===== src/rtl/isq_pkg.sv =====
package isq_pkg;
  typedef enum logic [1:0] {
    OP_READ  = 2'd0,
    OP_WRITE = 2'd1,
    OP_ALLOC = 2'd2,
    OP_NOP   = 2'd3
  } isq_op_e;
endpackage


===== src/rtl/isq_presence.sv =====
module isq_presence #(
  parameter int ADDR_W = 4,
  parameter int DATA_W = 16,
  localparam int WORDS = 1 << ADDR_W
) (
  input  logic              clk_i,
  input  logic              rst_ni,
  input  logic              we_i,
  input  logic [ADDR_W-1:0] wr_addr_i,
  input  logic [DATA_W-1:0] wr_data_i,
  input  logic [WORDS-1:0]  clr_mask_i,
  input  logic [ADDR_W-1:0] rd_addr_i,
  output logic              rd_full_o,
  output logic [DATA_W-1:0] rd_data_o
);
  logic [WORDS-1:0]  full_q;
  logic [DATA_W-1:0] mem_q [WORDS];

  always_ff @(posedge clk_i or negedge rst_ni) begin
    if (!rst_ni) begin
      full_q <= '0;
    end else begin
      for (int w = 0; w < WORDS; w++) begin
        if (clr_mask_i[w])                                full_q[w] <= 1'b0;
        else if (we_i && wr_addr_i == ADDR_W'(w))         full_q[w] <= 1'b1;
      end
    end
  end

  always_ff @(posedge clk_i) begin
    if (we_i) mem_q[wr_addr_i] <= wr_data_i;
  end

  assign rd_full_o = full_q[rd_addr_i];
  assign rd_data_o = mem_q[rd_addr_i];
endmodule


===== src/rtl/isq_defer_pool.sv =====
module isq_defer_pool #(
  parameter int ADDR_W = 4,
  parameter int TAG_W  = 4,
  parameter int DEPTH  = 4,
  localparam int WORDS = 1 << ADDR_W,
  localparam int PTR_W = (DEPTH > 1) ? $clog2(DEPTH) : 1
) (
  input  logic              clk_i,
  input  logic              rst_ni,
  // park a reader on a word
  input  logic              push_i,
  input  logic [ADDR_W-1:0] push_word_i,
  input  logic [TAG_W-1:0]  push_tag_i,
  output logic              avail_o,
  // list lookup and detach
  input  logic [ADDR_W-1:0] q_word_i,
  output logic              q_has_o,
  output logic [PTR_W-1:0]  q_head_o,
  input  logic              take_i,
  // range release
  input  logic [WORDS-1:0]  clr_mask_i,
  // walk and free one entry
  input  logic [PTR_W-1:0]  rd_ptr_i,
  output logic [TAG_W-1:0]  rd_tag_o,
  output logic              rd_more_o,
  output logic [PTR_W-1:0]  rd_next_o,
  input  logic              pop_i
);
  logic [DEPTH-1:0]  ent_vld_q;
  logic [DEPTH-1:0]  ent_more_q;
  logic [TAG_W-1:0]  ent_tag_q  [DEPTH];
  logic [PTR_W-1:0]  ent_next_q [DEPTH];
  logic [ADDR_W-1:0] ent_word_q [DEPTH];

  logic [WORDS-1:0]  lst_vld_q;
  logic [PTR_W-1:0]  lst_head_q [WORDS];
  logic [PTR_W-1:0]  lst_tail_q [WORDS];

  logic [PTR_W-1:0]  free_ptr;
  logic              free_any;

  // lowest free entry
  always_comb begin
    free_ptr = '0;
    free_any = 1'b0;
    for (int i = DEPTH - 1; i >= 0; i--) begin
      if (!ent_vld_q[i]) begin
        free_ptr = PTR_W'(i);
        free_any = 1'b1;
      end
    end
  end

  assign avail_o = free_any;

  always_ff @(posedge clk_i or negedge rst_ni) begin
    if (!rst_ni) begin
      ent_vld_q  <= '0;
      ent_more_q <= '0;
      for (int e = 0; e < DEPTH; e++) begin
        ent_tag_q[e]  <= '0;
        ent_next_q[e] <= '0;
        ent_word_q[e] <= '0;
      end
    end else begin
      for (int e = 0; e < DEPTH; e++) begin
        if (ent_vld_q[e] && clr_mask_i[ent_word_q[e]]) ent_vld_q[e] <= 1'b0;
        if (pop_i && rd_ptr_i == PTR_W'(e))           ent_vld_q[e] <= 1'b0;
        if (push_i && free_ptr == PTR_W'(e)) begin
          ent_vld_q[e]  <= 1'b1;
          ent_more_q[e] <= 1'b0;
          ent_tag_q[e]  <= push_tag_i;
          ent_word_q[e] <= push_word_i;
        end
        // link the old tail to the new entry
        if (push_i && lst_vld_q[push_word_i] && lst_tail_q[push_word_i] == PTR_W'(e)) begin
          ent_more_q[e] <= 1'b1;
          ent_next_q[e] <= free_ptr;
        end
      end
    end
  end

  always_ff @(posedge clk_i or negedge rst_ni) begin
    if (!rst_ni) begin
      lst_vld_q <= '0;
      for (int w = 0; w < WORDS; w++) begin
        lst_head_q[w] <= '0;
        lst_tail_q[w] <= '0;
      end
    end else begin
      for (int w = 0; w < WORDS; w++) begin
        if (clr_mask_i[w] || (take_i && q_word_i == ADDR_W'(w))) begin
          lst_vld_q[w] <= 1'b0;
        end else if (push_i && push_word_i == ADDR_W'(w)) begin
          lst_tail_q[w] <= free_ptr;
          if (!lst_vld_q[w]) begin
            lst_vld_q[w]  <= 1'b1;
            lst_head_q[w] <= free_ptr;
          end
        end
      end
    end
  end

  assign q_has_o   = lst_vld_q[q_word_i];
  assign q_head_o  = lst_head_q[q_word_i];
  assign rd_tag_o  = ent_tag_q[rd_ptr_i];
  assign rd_more_o = ent_more_q[rd_ptr_i];
  assign rd_next_o = ent_next_q[rd_ptr_i];
endmodule


===== src/rtl/isq_resp_stage.sv =====
module isq_resp_stage #(
  parameter int TAG_W  = 4,
  parameter int DATA_W = 16
) (
  input  logic              clk_i,
  input  logic              rst_ni,
  input  logic              load_i,
  input  logic [TAG_W-1:0]  tag_i,
  input  logic [DATA_W-1:0] data_i,
  input  logic              ready_i,
  output logic              valid_o,
  output logic [TAG_W-1:0]  tag_o,
  output logic [DATA_W-1:0] data_o,
  output logic              free_o
);
  always_ff @(posedge clk_i or negedge rst_ni) begin
    if (!rst_ni) begin
      valid_o <= 1'b0;
      tag_o   <= '0;
      data_o  <= '0;
    end else if (load_i) begin
      valid_o <= 1'b1;
      tag_o   <= tag_i;
      data_o  <= data_i;
    end else if (ready_i) begin
      valid_o <= 1'b0;
    end
  end

  assign free_o = !valid_o || ready_i;
endmodule


===== src/rtl/isq_mem.sv =====
module isq_mem
  import isq_pkg::*;
#(
  parameter int ADDR_W     = 4,
  parameter int DATA_W     = 16,
  parameter int TAG_W      = 4,
  parameter int POOL_DEPTH = 4
) (
  input  logic              clk_i,
  input  logic              rst_ni,
  input  logic              req_valid_i,
  output logic              req_ready_o,
  input  logic [1:0]        req_op_i,
  input  logic [ADDR_W-1:0] req_addr_i,
  input  logic [ADDR_W:0]   req_cnt_i,
  input  logic [TAG_W-1:0]  req_tag_i,
  input  logic [DATA_W-1:0] req_data_i,
  output logic              resp_valid_o,
  input  logic              resp_ready_i,
  output logic [TAG_W-1:0]  resp_tag_o,
  output logic [DATA_W-1:0] resp_data_o,
  output logic              err_o
);
  localparam int WORDS = 1 << ADDR_W;
  localparam int PTR_W = (POOL_DEPTH > 1) ? $clog2(POOL_DEPTH) : 1;
  localparam int RW    = ADDR_W + 2;

  isq_op_e           op;
  logic              fire, rd_hit, rd_miss, wr_ok, wr_bad, al;
  logic              word_full;
  logic [DATA_W-1:0] word_data;
  logic              pool_avail, q_has, rd_more;
  logic [PTR_W-1:0]  q_head, rd_next;
  logic [TAG_W-1:0]  rd_tag;
  logic              resp_free, resp_load, drain_step;
  logic [TAG_W-1:0]  load_tag;
  logic [DATA_W-1:0] load_data;
  logic [WORDS-1:0]  clr_mask;
  logic [RW-1:0]     rng_lo, rng_hi;

  logic              drain_q;
  logic [PTR_W-1:0]  drain_ptr_q;
  logic [DATA_W-1:0] drain_data_q;
  logic              err_q;

  assign op = isq_op_e'(req_op_i);

  always_comb begin
    if (drain_q) begin
      req_ready_o = 1'b0;
    end else begin
      unique case (op)
        OP_READ: req_ready_o = word_full ? resp_free : pool_avail;
        default: req_ready_o = 1'b1;
      endcase
    end
  end

  assign fire    = req_valid_i && req_ready_o;
  assign rd_hit  = fire && (op == OP_READ)  &&  word_full;
  assign rd_miss = fire && (op == OP_READ)  && !word_full;
  assign wr_ok   = fire && (op == OP_WRITE) && !word_full;
  assign wr_bad  = fire && (op == OP_WRITE) &&  word_full;
  assign al      = fire && (op == OP_ALLOC);

  // allocate range decode, clipped at the top word
  assign rng_lo = RW'(req_addr_i);
  assign rng_hi = rng_lo + RW'(req_cnt_i);

  for (genvar w = 0; w < WORDS; w++) begin : g_rng
    assign clr_mask[w] = al && (RW'(w) >= rng_lo) && (RW'(w) < rng_hi);
  end

  assign drain_step = drain_q && resp_free;
  assign resp_load  = rd_hit || drain_step;
  assign load_tag   = drain_q ? rd_tag       : req_tag_i;
  assign load_data  = drain_q ? drain_data_q : word_data;

  isq_presence #(.ADDR_W(ADDR_W), .DATA_W(DATA_W)) u_pres (
    .clk_i      (clk_i),
    .rst_ni     (rst_ni),
    .we_i       (wr_ok),
    .wr_addr_i  (req_addr_i),
    .wr_data_i  (req_data_i),
    .clr_mask_i (clr_mask),
    .rd_addr_i  (req_addr_i),
    .rd_full_o  (word_full),
    .rd_data_o  (word_data)
  );

  isq_defer_pool #(.ADDR_W(ADDR_W), .TAG_W(TAG_W), .DEPTH(POOL_DEPTH)) u_pool (
    .clk_i       (clk_i),
    .rst_ni      (rst_ni),
    .push_i      (rd_miss),
    .push_word_i (req_addr_i),
    .push_tag_i  (req_tag_i),
    .avail_o     (pool_avail),
    .q_word_i    (req_addr_i),
    .q_has_o     (q_has),
    .q_head_o    (q_head),
    .take_i      (wr_ok),
    .clr_mask_i  (clr_mask),
    .rd_ptr_i    (drain_ptr_q),
    .rd_tag_o    (rd_tag),
    .rd_more_o   (rd_more),
    .rd_next_o   (rd_next),
    .pop_i       (drain_step)
  );

  isq_resp_stage #(.TAG_W(TAG_W), .DATA_W(DATA_W)) u_resp (
    .clk_i   (clk_i),
    .rst_ni  (rst_ni),
    .load_i  (resp_load),
    .tag_i   (load_tag),
    .data_i  (load_data),
    .ready_i (resp_ready_i),
    .valid_o (resp_valid_o),
    .tag_o   (resp_tag_o),
    .data_o  (resp_data_o),
    .free_o  (resp_free)
  );

  // delivery walker over one word's parked list
  always_ff @(posedge clk_i or negedge rst_ni) begin
    if (!rst_ni) begin
      drain_q      <= 1'b0;
      drain_ptr_q  <= '0;
      drain_data_q <= '0;
    end else if (wr_ok && q_has) begin
      drain_q      <= 1'b1;
      drain_ptr_q  <= q_head;
      drain_data_q <= req_data_i;
    end else if (drain_step) begin
      if (rd_more) drain_ptr_q <= rd_next;
      else         drain_q     <= 1'b0;
    end
  end

  always_ff @(posedge clk_i or negedge rst_ni) begin
    if (!rst_ni) err_q <= 1'b0;
    else         err_q <= wr_bad;
  end

  assign err_o = err_q;
endmodule


===== config.mk =====
export PLATFORM = sky130hd
export DESIGN_NAME = isq_mem
export DESIGN_NICKNAME = d
export VERILOG_FILES = /design/src/rtl/isq_pkg.sv /design/src/rtl/isq_presence.sv /design/src/rtl/isq_defer_pool.sv /design/src/rtl/isq_resp_stage.sv /design/src/rtl/isq_mem.sv
export SDC_FILE = /design/constraint.sdc
export NUM_CORES = 1
export LEC_CHECK = 0
export BUFFER_PORTS_ARGS = -buffer_cell sky130_fd_sc_hd__buf_2
export CAP_MARGIN = 5
export CORE_ASPECT_RATIO = 1.75
export CORE_MARGIN = 2
export CORE_UTILIZATION = 55
export DETAILED_ROUTE_END_ITERATION = 7
export MAX_ROUTING_LAYER = met4
export PLACE_DENSITY = 0.84
export SYNTH_ARGS = -nofsm -noshare
export SYNTH_HDL_FRONTEND = slang
export SYNTH_SLANG_ARGS = --single-unit

===== constraint.sdc =====
create_clock -name clk_i -period 3.4 [get_ports clk_i]
set_clock_uncertainty 0.2 [all_clocks]
set_input_delay 0.34 -clock clk_i [delete_from_list [all_inputs] [get_ports clk_i]]
set_output_delay 0.34 -clock clk_i [all_outputs]
set_load 0.005 [all_outputs]

; ---- Yosys cells after proc, flatten, opt, wreduce, memory -nomap -nowiden
; Memory sizes are Yosys's and may differ from the RTL's.
; Cells that the tools add are included.
; W data, S select, Z words.
[op_classes]
multipliers = 0
mux = 133
bitwise_logic = 34
n_eq_ne = 27
n_lt_le_gt_ge = 40
addsub = 1
shifts = 0
n_reduce_logical = 193
div = 0
[ops]
columns = operator, n
row1 = $mux W1, 105
row2 = $logic_and A1 B1 Y1, 91
row3 = $reduce_bool A2 Y1, 39
row4 = $lt A4 B6 Y1 const A, 8
row5 = $reduce_and A3 Y1, 16
row6 = $reduce_and A2 Y1, 18
row7 = $eq A4 B4 Y1 const B, 8
row8 = $ge A4 B4 Y1 const A, 8
row9 = $not A1 Y1, 32
row10 = $mux W2, 13
row11 = $lt A4 B5 Y1 const B, 5
row12 = $bmux W1 S4, 6
row13 = $lt A3 B6 Y1 const A, 4
row14 = $logic_or A1 B1 Y1, 18
row15 = $bmux W2 S4, 2
row16 = $eq A4 B3 Y1 const B, 4
row17 = $ge A3 B4 Y1 const A, 4
row18 = $mux W16, 1
row19 = $eq A2 B2 Y1 const B, 7
row20 = $lt A1 B6 Y1 const A, 2
row21 = $lt A2 B6 Y1 const A, 2
row22 = $mux W4, 3
row23 = $reduce_bool A3 Y1, 4
row24 = $bmux W4 S2, 1
row25 = 17 further kinds, 27
[totals]
mem_count = 1
rom_bits = 0
regBits = 185
latch_bits = 0
ram_bits = 256
[memory_table]
columns = name, words, width, rd, rd_clocked_by_memory_dff, write_ports, line
row1 = u_pres.mem_q, 16, 16, 1, 0, 1, isq_presence.sv:17  ; logic [DATA_W-1:0] mem_q [WORDS];

; ---- Longest topological paths before layout
; Gate-level depths: netlist of the first run.
[depth]
word_depth = 17
ltp_mapped = 13
depth_no_buf = 10

; ---- Modules after synthesis
; Synthesis of the first run repeated with hierarchy kept, for this count alone.
[hier_totals]
cells_unflattened = 1192
area_unflattened_um2 = 19707.7
[by_module_without_submodules]
columns = mod, instances, area_each_um2, cells_each
row1 = isq_presence, 1, 10441.3, 482
row2 = isq_defer_pool, 1, 6695.2, 497
row3 = isq_mem, 1, 1714.1, 168
row4 = isq_resp_stage, 1, 857.1, 45

; ---- Least setup slack after synthesis of the first run
; OpenSTA, ideal clock, no wires.
[synth_path]
kind = input -> register
start = in req_addr_i[1]
end = reg u_pool.ent_vld_q[3]
path_stages = 13
slack_ps = -272
arrival_ps = 3337
t_required_ps = 3065
setup_ps = 135
path_cell_list = buf_6 -> buf_2 -> clkbuf_1 -> clkinv_1 -> fa_1 -> and2_1 -> nand4_1 -> and2_1 -> clkbuf_1 -> o221ai_1 -> mux4_2 -> o211ai_1 -> o211ai_1
[synth_between]
elab_chain_len = 13
[synth_lines]
columns = element, line
row1 = from (decl), isq_mem.sv:14  ; input logic [ADDR_W-1:0] req_addr_i,
row2 = $bmux W1 S4, isq_presence.sv:34  ; assign rd_full_o = full_q[rd_addr_i];
row3 = $mux W1 (implied by the code), isq_presence.sv:34
row4 = $mux W1, isq_mem.sv:53  ; OP_READ: req_ready_o = word_full ? resp_free : pool_avail;
row5 = $mux W1, isq_mem.sv:52  ; unique case (op)
row6 = $mux W1, isq_mem.sv:49  ; if (drain_q) begin
row7 = $logic_and A1 B1 Y1, isq_mem.sv:59  ; assign fire = req_valid_i && req_ready_o;
row8 = $logic_and A1 B1 Y1, isq_mem.sv:64  ; assign al = fire && (op == OP_ALLOC);
row9 = $logic_and A1 B1 Y1 (2 in series), isq_mem.sv:71  ; assign clr_mask[w] = al && (RW'(w) >= rng_lo) && (RW'(w) < rng_hi);
row10 = $bmux W1 S4, isq_defer_pool.sv:67  ; if (ent_vld_q[e] && clr_mask_i[ent_word_q[e]]) ent_vld_q[e] <= 1'b0;
row11 = $mux W1 (implied by the code), isq_defer_pool.sv:67
row12 = $logic_and A1 B1 Y1, isq_defer_pool.sv:67
row13 = $reduce_bool A3 Y1 (no source line), -
row14 = to (signal assigned), isq_defer_pool.sv:58  ; ent_vld_q <= '0;
row15 = "to (signal, indexed assignment)", isq_defer_pool.sv:68  ; if (pop_i && rd_ptr_i == PTR_W'(e)) ent_vld_q[e] <= 1'b0;
row16 = "to (signal, indexed assignment)", isq_defer_pool.sv:70  ; ent_vld_q[e] <= 1'b1;
row17 = to (decl), isq_defer_pool.sv:29  ; logic [DEPTH-1:0] ent_vld_q;
; Parallel ways exist; a longest one is shown, timed or not. The select of a mux whose other input is x is not followed.
; A chain may end at the register's enable or synchronous reset.

; ---- Final worst setup path of the first run
[layout_path]
start = reg u_pres.full_q[10]
end = reg u_pool.ent_tag_q[9] in the netlist's numbering
[layout_between]
elab_chain_len = 9
[layout_lines]
columns = element, line
row1 = from (decl), isq_presence.sv:16  ; logic [WORDS-1:0] full_q;
row2 = from (signal assigned), isq_presence.sv:21  ; full_q <= '0;
row3 = "from (signal, indexed assignment)", isq_presence.sv:24  ; if (clr_mask_i[w]) full_q[w] <= 1'b0;
row4 = "from (signal, indexed assignment)", isq_presence.sv:25  ; else if (we_i && wr_addr_i == ADDR_W'(w)) full_q[w] <= 1'b1;
row5 = $bmux W1 S4 (*), isq_presence.sv:34
row6 = $mux W1 (implied by the code) (*), isq_presence.sv:34
row7 = $mux W1, isq_mem.sv:53
row8 = $mux W1, isq_mem.sv:52
row9 = $mux W1, isq_mem.sv:49
row10 = $logic_and A1 B1 Y1, isq_mem.sv:59
row11 = $logic_and A1 B1 Y1, isq_mem.sv:61  ; assign rd_miss = fire && (op == OP_READ) && !word_full;
row12 = $logic_and A1 B1 Y1 (*), isq_mem.sv:61
row13 = $logic_and A1 B1 Y1 (*), isq_defer_pool.sv:69  ; if (push_i && free_ptr == PTR_W'(e)) begin
row14 = "to (signal, indexed assignment)", isq_defer_pool.sv:72  ; ent_tag_q[e] <= push_tag_i;
row15 = to (decl), isq_defer_pool.sv:31  ; logic [TAG_W-1:0] ent_tag_q [DEPTH];
; Every way passes the cells marked *; elsewhere a longest branch is shown, timed or not. The select of a mux whose other input is x is not followed.

==> results of run 1 <==
synthesized netlist by cell type (all sizes together) (7+ instances only):
cell	count	area share, %
a21oi	35	0.91
buf	32	0.92
clkbuf	33	0.64
dfrtp	185	24
edfxtp	256	40
inv	15	0.29
mux2	101	6.1
mux2i	39	2.1
mux4	117	14
nand2	71	1.4
nand2b	13	0.46
nand3	25	0.68
nand4	10	0.32
nor2	90	1.8
nor2b	9	0.29
nor3	41	1.3
o211ai	7	0.27
o21a	7	0.27
o21ai	23	0.60
or3	8	0.26
worst max-delay path by stage:
stage,start,to,cells after the start
after floorplan,req_addr_i[0],u_pres.mem_q[9][0],7
after global placement,req_addr_i[1],u_pool.ent_tag_q[10],10
after detailed placement,req_addr_i[1],u_pool.ent_tag_q[8],10
after CTS,u_pres.full_q[10],u_pool.ent_tag_q[9],9
after global routing,u_pres.full_q[10],u_pool.ent_tag_q[9],9
final,u_pres.full_q[10],u_pool.ent_tag_q[9],9
routing by layer:
layer | part of all wire, % | routed length, um
met5 | 0 | 0
met4 | 7.8 | 4090
met3 | 6.1 | 3190
met2 | 53 | 28000
met1 | 33 | 17300
through the flow:
step	worst slack [ps]	hold slack (ps)	setup TNS [ps]	total power [mW]	utilization [%]
after floorplan	-227	-156	-21840	7.79	-
after global placement	55.8	181	0	8.45	60.2
after detailed placement	-17.9	192	-38.9	8.56	60.2
after CTS	204	15.2	0	12.9	64.5
after global routing	46.8	67.0	0	13.3	64.5
final	128	27.1	0	12.9	64.5
final cells by class:
type / instances / area (um2)
sequential: 441 / 12300
clock buffer: 49 / 1040
inverter: 19 / 72.6
tap: 460 / 576
multi-input combinational: 684 / 6700
clock inverter: 22 / 184
fill: 2353 / 12200
timing repair buffer: 159 / 1330
critical path, stage by stage (launching register included):
cell and delay [ps]:
dfrtp_1 400, mux4_2 490, mux2i_2 270, o2bb2ai_1 220, a21oi_1 360, buf_4 260, nor3b_1 600, buf_4 260
nand2_1 80, nand2_1 70
where the power goes:
group,total [mW],switching [mW],internal (mW)
clock network,4.33,1.97,2.36
logic,1.89,0.993,0.898
registers,6.66,0.492,6.17
flip-flops by register name, summed over array words and instances (netlist names):
name               count
u_pool.lst_head_q     32
drain_ptr_q            2
u_pool.ent_word_q     16
u_pres.full_q         16
err_o                  1
u_pool.ent_more_q      4
drain_data_q          16
u_resp.tag_o           4
u_pool.ent_vld_q       4
drain_q                1
u_pres.mem_q         256
u_pool.ent_next_q      8
u_pool.lst_vld_q      16
u_pool.lst_tail_q     32
u_pool.ent_tag_q      16
u_resp.valid_o         1
u_resp.data_o         16
logic make-up (layout without fill, tap and decap cells):
logic type                 count (synthesis)  after routing
adders and majority gates                  5              5
xor gates and xnor gates                   1              1
and+or+nand+nor                          303            303
muxes                                    257            257
DFF                                      441            441
AOI/OAI and AO/OA                        118            118
buffers and inverters                     84            249
==> impl_metrics.env, run 1 <==
export IMPL_grt_total_usage_pct=30.2
export IMPL_clk_pin_slew_ps=70
export IMPL_r2r_start="u_pres.full_q[10]"
export IMPL_design_area_um2=22200
export IMPL_slew_viol_final=0
export IMPL_grt_pass1_wl_mm=79.6
export IMPL_synth_seq_area_share_pct=63.9
export IMPL_yosys_register_bits=441
export IMPL_hpwl_mm=32.6
export IMPL_critPathMaxFanout=7
export IMPL_drc=0
export IMPL_fp_row_count=90
export IMPL_finalCritPeriodShare_pct=96.2
export IMPL_critical_path_class="register to register"
export IMPL_gr_usage_met3_pct=3.89
export IMPL_synth_area_per_cell_um2=15.9
export IMPL_crit_required_ps=3670
export IMPL_hp_start="resp_ready_i"
export IMPL_ff2ff_setup_slack_ps=130
export IMPL_status="finished, final reports clean"
export IMPL_crit_path_start_kind="register"
export IMPL_clock_latency_ps=550
export IMPL_worst_slew_pin_transition_ps=1020
export IMPL_async_flop_share_pct=42.0
export IMPL_cts_buffer_depth=3
export IMPL_endpoint_kind="register"
export IMPL_mostFrequentLayoutCells="edfxtp_1, dfrtp_1, mux4_2"
export IMPL_wl_per_cell_um=28.7
export IMPL_n_antenna_cell=0
export IMPL_grt_antenna_before_repair=0
export IMPL_dominantRegCellSynth="edfxtp_1"
export IMPL_muxShareOfSynthArea_pct=21.8
export IMPL_synthAdderAreaFrac_pct=0.364
export IMPL_routabilityCongestion=1.04
export IMPL_via_per_inst=6.58
export IMPL_ctsRootBufferMaster="clkbuf_16"
export IMPL_maxSlewHeadroom_pct=31.6
export IMPL_max_cap_violations=0
export IMPL_synth_top_family_by_area="multiplexers"
export IMPL_max_freq_mhz=306
export IMPL_synth_xor_area_share_pct=0.0454
export IMPL_grt_use_met1_pct=32.8
export IMPL_drt_iter0_drc=1113
export IMPL_arrival_ps=3550
export IMPL_dpl_cell_area_um2=20700
export IMPL_vias=12100
export IMPL_setup_viol=0
export IMPL_drive_gt1_share_pct=32.6
export IMPL_drt_first_pass_iters=6
export IMPL_met2_usage_pct=51.9
export IMPL_cts_htree_levels=2
export IMPL_netlist_instances=1209
export IMPL_synth_compound_area_share_pct=3.99
export IMPL_cts_tree="done"
export IMPL_layout_cells_most_common="edfxtp_1"
export IMPL_ir_drop_mv=0.313
export IMPL_syn_area_um2=19300
export IMPL_die_h_um=252
export IMPL_rsz0062_at_grt="no"
export IMPL_place_inst=1738
export IMPL_grt_overflow_total=0
export IMPL_layoutNonFillerInstCount=1834
export IMPL_hold_path_class="primary input to register"
export IMPL_min_to="drain_q"
export IMPL_yosys_warnings=0
export IMPL_post_cts_resized=0
export IMPL_io_pins=58
export IMPL_ant_nets=0
export IMPL_ys_types=70
export IMPL_cts_setup_buffers=0
export IMPL_core_um2=34500
export IMPL_grt_busiest_layer="met2"
export IMPL_hold_viol_final=0
export IMPL_holdPathStages=4
export IMPL_syn_nets=1249
export IMPL_synth_edff_count=256
export IMPL_wl_mm=52.7
export IMPL_nets=1384
export IMPL_start_util_pct=55.9
export IMPL_port_buffers=57
export IMPL_clkSinkCount=441
export IMPL_p_leak_nw=8.50
export IMPL_reg2reg_depth=9
export IMPL_r2r_end="u_pool.ent_tag_q[9]"
export IMPL_area_delta_synth_final_pct=15.3
export IMPL_period_needed_ps=3270
export IMPL_die_area_um2=36600
export IMPL_cellPowerDensity_nw_per_um2=580
export IMPL_grt_pass1_vias=13000
export IMPL_cts_hold_buf=25
export IMPL_synth_simple_gate_area_share_pct=7.93
export IMPL_numCtsBuffers=39
export IMPL_die_width_um=146
export IMPL_grt_max_degree=70
Note: power is estimated with default switching activity, not from simulation.
==> inputs of run 2 (changes only) <==
--- a/config.mk
+++ b/config.mk
@@ -15,4 +15,5 @@
 export PLACE_DENSITY = 0.84
 export SYNTH_ARGS = -nofsm -noshare
 export SYNTH_HDL_FRONTEND = slang
+export SYNTH_HIERARCHICAL = 1
 export SYNTH_SLANG_ARGS = --single-unit
==> run 2 against run 1 <==
  * Fmax fell by 4.9%
  * Register-to-register slack got worse by 170 ps
  * Setup slack got worse by 170 ps
  * Largest cell class unchanged
  * Synthesized cell count fell by 1.4%
  * The flow now finishes with violations (negative setup slack)
  * Non-clock buffer count rose by 63
  * Sequential power barely moved
  * Sequential share of layout area fell by 2.3 points
  * Combinational power rose by 2%
  * Critical path depth rose by 3
  * Wire length fell by 4.5%
==> impl_metrics.env, run 2 <==
export IMPL_arrival_ps=3670
export IMPL_hold_viol_final=0
export IMPL_syn_nets=1232
export IMPL_port_buffers=57
export IMPL_layout_cells_most_common="edfxtp_1"
export IMPL_wl_per_cell_um=26.7
export IMPL_clk_pin_slew_ps=60
export IMPL_hp_start="req_addr_i[0]"
export IMPL_largest_register="u_pres/mem_q"
export IMPL_reg2reg_depth=12
export IMPL_cts_buffer_depth=3
export IMPL_drc=0
export IMPL_endpoint_kind="register"
export IMPL_fp_row_count=91
export IMPL_fin_ws_ps=-41.7
export IMPL_drt_first_pass_iters=5
export IMPL_drt_iter0_drc=1073
export IMPL_max_freq_mhz=291
export IMPL_cpLargestDelayFamily="multiplexers"
export IMPL_synth_largest_area_cell="edfxtp_1"
export IMPL_cts_htree_levels=2
export IMPL_yosys_register_bits=441
export IMPL_cellPowerDensity_nw_per_um2=558
export IMPL_cp_num_buf_inv=1
export IMPL_setup_viol=28
export IMPL_grt_antenna_before_repair=2
export IMPL_status="finished with violations"
export IMPL_io_pins=58
export IMPL_critPathMaxFanout=7
export IMPL_ys_top_cells_by_count="edfxtp_1, dfrtp_1, mux2_2"
export IMPL_worst_slew_pin_transition_ps=966
export IMPL_dominantRegCellSynth="edfxtp_1"
export IMPL_grt_max_degree=94
export IMPL_top_regs="u_pres/mem_q: 256 flops, u_pool/lst_head_q: 32 flops, u_pool/lst_tail_q: 32 flops"
export IMPL_netlist_instances=1192
export IMPL_hold_path_class="primary input to register"
export IMPL_yosys_top_cells_area="edfxtp_1, dfrtp_1, mux4_2, mux2_2, mux4_1"
export IMPL_clock_latency_ps=540
export IMPL_ctsRootBufferMaster="clkbuf_16"
export IMPL_die_h_um=254
export IMPL_slowest_delay_ps=510
export IMPL_syn_area_um2=19700
export IMPL_hpwl_mm=33.9
export IMPL_mostFrequentLayoutCells="edfxtp_1, dfrtp_1, buf_4"
export IMPL_crit_path_start_kind="register"
export IMPL_largest_register_ffs=256
export IMPL_r2r_end="u_pool/ent_next_q[5]"
export IMPL_r2r_start="u_pres/full_q[11]"
export IMPL_maxSlewHeadroom_pct=35.2
export IMPL_grt_overflow_total=0
export IMPL_routabilityCongestion=0.923
export IMPL_place_inst=1782
export IMPL_numCtsBuffers=39
export IMPL_ir_drop_mv=0.473
export IMPL_violations="negative setup slack"
export IMPL_place_ws_ps=-309
export IMPL_ant_nets=0
export IMPL_drive_gt1_share_pct=41.7
export IMPL_layoutNonFillerInstCount=1881
export IMPL_wl_mm=50.3
export IMPL_fin_util_pct=65.7
export IMPL_holdPathStages=4
export IMPL_die_area_um2=37400
export IMPL_finalCritPeriodShare_pct=101
export IMPL_yosys_warnings=6
export IMPL_ff2ff_setup_slack_ps=-40
export IMPL_synth_top_area_share_pct=39.0
export IMPL_yosys_cell_count_top_type="edfxtp_1"
export IMPL_cpMaxStageDelayCell="mux4_2"
export IMPL_cts_tree="done"
export IMPL_grt_pass1_vias=12800
export IMPL_ys_types=68
export IMPL_start_util_pct=55.8
export IMPL_synth_seq_area_share_pct=62.5
export IMPL_async_flop_share_pct=42.0
export IMPL_via_per_inst=6.31
export IMPL_vias=11900
export IMPL_synth_edff_count=256
export IMPL_area_delta_synth_final_pct=17.7
export IMPL_max_cap_violations=0
export IMPL_clkSinkCount=441
export IMPL_rsz0062_at_grt="yes"
export IMPL_grt_total_usage_pct=28.1
export IMPL_period_needed_ps=3440
export IMPL_core_um2=35300
export IMPL_critical_path_class="register to register"
export IMPL_min_to="u_pres/full_q[3]"
export IMPL_cp_cell_sequence="mux4_2 -> a22oi_2 -> nand2_2 -> mux2i_1 -> a21oi_1 -> and4_1 -> buf_12 -> nand2_4 -> a21oi_4 -> nand3_4 -> a211oi_4 -> mux2_4"
export IMPL_crit_required_ps=3630
export IMPL_nets=1426
export IMPL_grt_pass1_wl_mm=75.8
export IMPL_die_width_um=147
export IMPL_synth_area_per_cell_um2=16.5
export IMPL_p_leak_nw=9.18
export IMPL_slew_viol_final=0
==> run 2: cells by family after synthesis <==
group / Yosys count / synth area share, %
compound gates: 151 / 5.20
flops: 441 / 62.5
xor+xnor: 2 / 0.0889
mux: 281 / 23.1
fa+ha+maj: 5 / 0.356
simple gates: 235 / 6.54
buf+inv: 77 / 2.26
==> run 2: through the flow <==
| step | instance area [um2] | hold slack [ps] | TNS, ps | total power, mW |
|---|---|---|---|---|
| floorplan | 20000 | -156 | -9080 | 7.85 |
| global placement | 21600 | 248 | -10760 | 8.49 |
| detailed placement | 21600 | 250 | -12300 | 8.58 |
| CTS | 23100 | 33.0 | 0 | 12.9 |
| global route | 23200 | 91.1 | -1630 | 13.4 |
| finish | 23200 | 44.7 | -473 | 12.9 |
==> run 2: layer usage <==
metal  track usage (%)  wire length, um
met1              28.8            16400
met2              51.5            28200
met3              3.04             2120
met4              16.7             3540
met5                 -                0
==> run 2: power breakdown <==
group | switching [mW] | internal [mW] | total (mW)
combinational | 0.892 | 1.04 | 1.93
sequential | 0.439 | 6.19 | 6.63
clock | 1.90 | 2.47 | 4.37
total | 3.23 | 9.71 | 12.9
==> run 2: area by class of cell <==
| class | instances | area (um2) |
|---|---|---|
| inverter | 8 | 30.0 |
| clock buffer | 54 | 1120 |
| fill | 2359 | 12100 |
| antenna | 2 | 5.00 |
| sequential | 441 | 12300 |
| multi-input combinational | 674 | 7350 |
| timing repair buffer | 222 | 1650 |
| clock inverter | 15 | 135 |
| tap | 465 | 582 |
==> run 2: how the worst max path moves through the flow <==
stage	from	endpoint	depth (start not counted)	slack, ps
finish	u_pres/full_q[11]	u_pool/ent_next_q[5]	12	-40
floorplan	req_addr_i[0]	u_pres/mem_q[1][0]	9	-170
global route	u_pres/full_q[11]	u_pool/ent_next_q[5]	12	-90
global placement	req_addr_i[0]	u_pool/ent_vld_q[3]	15	-650
CTS	u_pres/full_q[11]	u_pool/ent_tag_q[14]	10	0.3
detailed placement	req_addr_i[0]	u_pool/lst_head_q[3]	14	-310
==> run 2: worst register-to-register path: cells and delay by family (launching register included) <==
family,cells,cell delay [ps]
simple gates,4,660
compound gates,4,940
buf+inv,1,140
mux,3,1000
flops,1,390
==> run 2: what timing repair did <==
item | CTS | global route
hold buffers | 23 | 0
endpoints found under the hold margin | 355 | 0
endpoints found under the setup margin | 5 | 115
gates resized for setup | 3 | 19
pin swaps | 0 | 11
setup buffers | 0 | 6
==> inputs of run 3 (changes only) <==
--- a/config.mk
+++ b/config.mk
@@ -13,6 +13,7 @@
 export DETAILED_ROUTE_END_ITERATION = 7
 export MAX_ROUTING_LAYER = met4
 export PLACE_DENSITY = 0.84
+export RECOVER_POWER = 50
 export SYNTH_ARGS = -nofsm -noshare
 export SYNTH_HDL_FRONTEND = slang
 export SYNTH_HIERARCHICAL = 1
==> run 3 against run 2 <==
  * The flow finishes with violations (max-capacitance violations, max-slew violations, negative setup slack)
  * Cell count unchanged
  * Count of clock-buffer cells in the layout did not move
  * Critical path depth did not move
  * Highest routed layer unchanged
==> impl_metrics.env, run 3 (synthesized netlist as in run 2, its figures left out) <==
export IMPL_status="finished with violations"
export IMPL_violations="max-capacitance violations, max-slew violations, negative setup slack"
export IMPL_clkSinkCount=441
export IMPL_start_util_pct=55.8
export IMPL_multi_input_area_um2=7350
export IMPL_rsz0062_at_grt="yes"
export IMPL_drt_iter0_drc=1119
export IMPL_cpLargestDelayFamily="multiplexers"
export IMPL_die_area_um2=37400
export IMPL_p_switching_mw=3.23
export IMPL_p_leak_nw=9.13
export IMPL_ant_nets=0
export IMPL_nFillCells=2372
export IMPL_grt_pass1_wl_mm=75.8
export IMPL_port_buffers=57
export IMPL_cellPowerDensity_nw_per_um2=559
export IMPL_die_width_um=147
export IMPL_routabilityCongestion=0.923
export IMPL_crit_required_ps=3630
export IMPL_max_cap_violations=1
export IMPL_finalCritPeriodShare_pct=101
export IMPL_slew_viol_final=92
export IMPL_sequentialPowerShare_pct=51.2
export IMPL_drt_first_pass_iters=5
export IMPL_crit_path_start_kind="register"
export IMPL_slowest_delay_ps=510
export IMPL_top_regs="u_pres/mem_q: 256 flops, u_pool/lst_head_q: 32 flops, u_pool/lst_tail_q: 32 flops"
export IMPL_grt_total_usage_pct=28.1
export IMPL_core_um2=35300
export IMPL_critical_path_class="register to register"
export IMPL_fin_ws_ps=-21.9
export IMPL_worst_slew_pin_transition_ps=2350
export IMPL_whs_ps=49.2
export IMPL_gr_usage_met3_pct=3.04
export IMPL_largest_register="u_pres/mem_q"
export IMPL_period_needed_ps=3420
export IMPL_p_int_mw=9.71
export IMPL_grt_overflow_total=0
export IMPL_layoutNonFillerInstCount=1881
export IMPL_cpMaxStageDelayCell="mux4_2"
export IMPL_layout_cells_most_common="edfxtp_1"
export IMPL_wl_mm=50.2
export IMPL_largest_register_ffs=256
export IMPL_mostFrequentLayoutCells="edfxtp_1, dfrtp_1, buf_4"
export IMPL_endpoint_kind="register"
export IMPL_max_freq_mhz=292
export IMPL_grt_antenna_before_repair=2
export IMPL_cts_tree="done"
export IMPL_clock_latency_ps=540
export IMPL_cp_num_buf_inv=1
export IMPL_drive_gt1_share_pct=40.6
export IMPL_ir_drop_mv=0.474
export IMPL_area_delta_synth_final_pct=17.5
export IMPL_fp_row_count=91
export IMPL_arrival_ps=3650
export IMPL_hpwl_mm=33.9
export IMPL_pwr_share_clk_pct=33.9
export IMPL_cp_cell_sequence="mux4_2 -> a22oi_2 -> nand2_2 -> mux2i_1 -> a21oi_1 -> and4_1 -> buf_12 -> nand2_4 -> a21oi_4 -> nand3_4 -> a211oi_4 -> mux2_4"
export IMPL_seqCellArea_um2=12300
export IMPL_hold_viol_final=0
export IMPL_drc=0
export IMPL_via_per_inst=6.32
export IMPL_cts_htree_levels=2
export IMPL_cts_buffer_depth=3
export IMPL_grt_pass1_vias=12800
export IMPL_place_inst=1782
export IMPL_hold_path_class="primary input to register"
export IMPL_fin_util_pct=65.6
export IMPL_met2_usage_pct=51.5
export IMPL_ctsRootBufferMaster="clkbuf_16"
export IMPL_grt_max_degree=94
export IMPL_vias=11900
export IMPL_wl_per_cell_um=26.7
export IMPL_io_pins=58
export IMPL_maxSlewHeadroom_pct=-56.7
export IMPL_numCtsBuffers=39
export IMPL_nets=1426
export IMPL_swShare_pct=25.0
export IMPL_comb_power_share_pct=14.9
export IMPL_clk_pin_slew_ps=60
export IMPL_critPathMaxFanout=7
export IMPL_grt_use_met1_pct=28.8
export IMPL_grt_busiest_layer="met2"
export IMPL_setup_viol=8
export IMPL_die_h_um=254
-- run 3: metal layers --
| metal | part of all wire (%) | vias up |
|---|---|---|
| li1 | - | 5060 |
| met5 | 0 | - |
| met3 | 4.3 | 170 |
| met4 | 7.0 | 0 |
| met1 | 33 | 6156 |
| met2 | 56 | 494 |
-- run 3: power by group through the flow --
stage / Combinational (mW) / Sequential [mW] / Clock, mW
after floorplan: 1.29 / 6.57 / 0
after global placement: 1.81 / 6.67 / 0
after detailed placement: 1.87 / 6.71 / 0
after CTS: 1.92 / 6.61 / 4.42
after global routing: 2.05 / 6.69 / 4.63
final: 1.93 / 6.63 / 4.38
-- run 3: worst paths after layout --
check | start | slack [ps] | depth (start not counted) | to
worst max-delay path | u_pres/full_q[11] | -20 | 12 | u_pool/ent_next_q[5]
worst min-delay path | req_addr_i[0] | 50 | 4 | u_pres/full_q[3]
worst max register to register | u_pres/full_q[11] | -20 | 12 | u_pool/ent_next_q[5]
worst min register to register | u_pool/ent_tag_q[0] | 280 | 2 | u_pool/ent_tag_q[0]
max in group asynchronous | rst_ni | 760 | 2 | u_pres/full_q[1]
min in group asynchronous | rst_ni | 820 | 2 | u_pool/ent_next_q[5]
-- run 3: timing repair --
action                                  CTS  global route
endpoints found under the setup margin    5           115
hold endpoints to repair                355             0
hold buffers                             23             0
gates resized for setup                   3            19
pin swaps                                 0            11
setup buffers                             0             6
-- run 3: per-stage QoR --
stage	TNS [ps]	cell area (um2)	setup slack, ps	total power [mW]
detailed placement	-12300	21600	-309	8.58
global route	-1630	23200	-88.5	13.4
floorplan	-9080	20000	-169	7.85
global placement	-10760	21600	-650	8.49
finish	-96.6	23200	-21.9	12.9
CTS	0	23100	0.330	12.9
-- run 3: worst register-to-register path, cell delays in order (launching register included) --
cell	delay, ps
dfrtp_1	390
mux4_2	510
a22oi_2	230
nand2_2	170
mux2i_1	150
a21oi_1	180
and4_1	260
buf_12	140
nand2_4	50
a21oi_4	140
nand3_4	170
a211oi_4	390
mux2_4	330
-- run 3: cell type report --
type	instances	share of cell area [%]
clock inverter	15	0.583
multi-input combinational	674	31.7
tap	465	2.51
antenna	2	0.0216
sequential	441	53.2
timing repair buffer	222	6.99
clock buffer	54	4.86
inverter	8	0.130
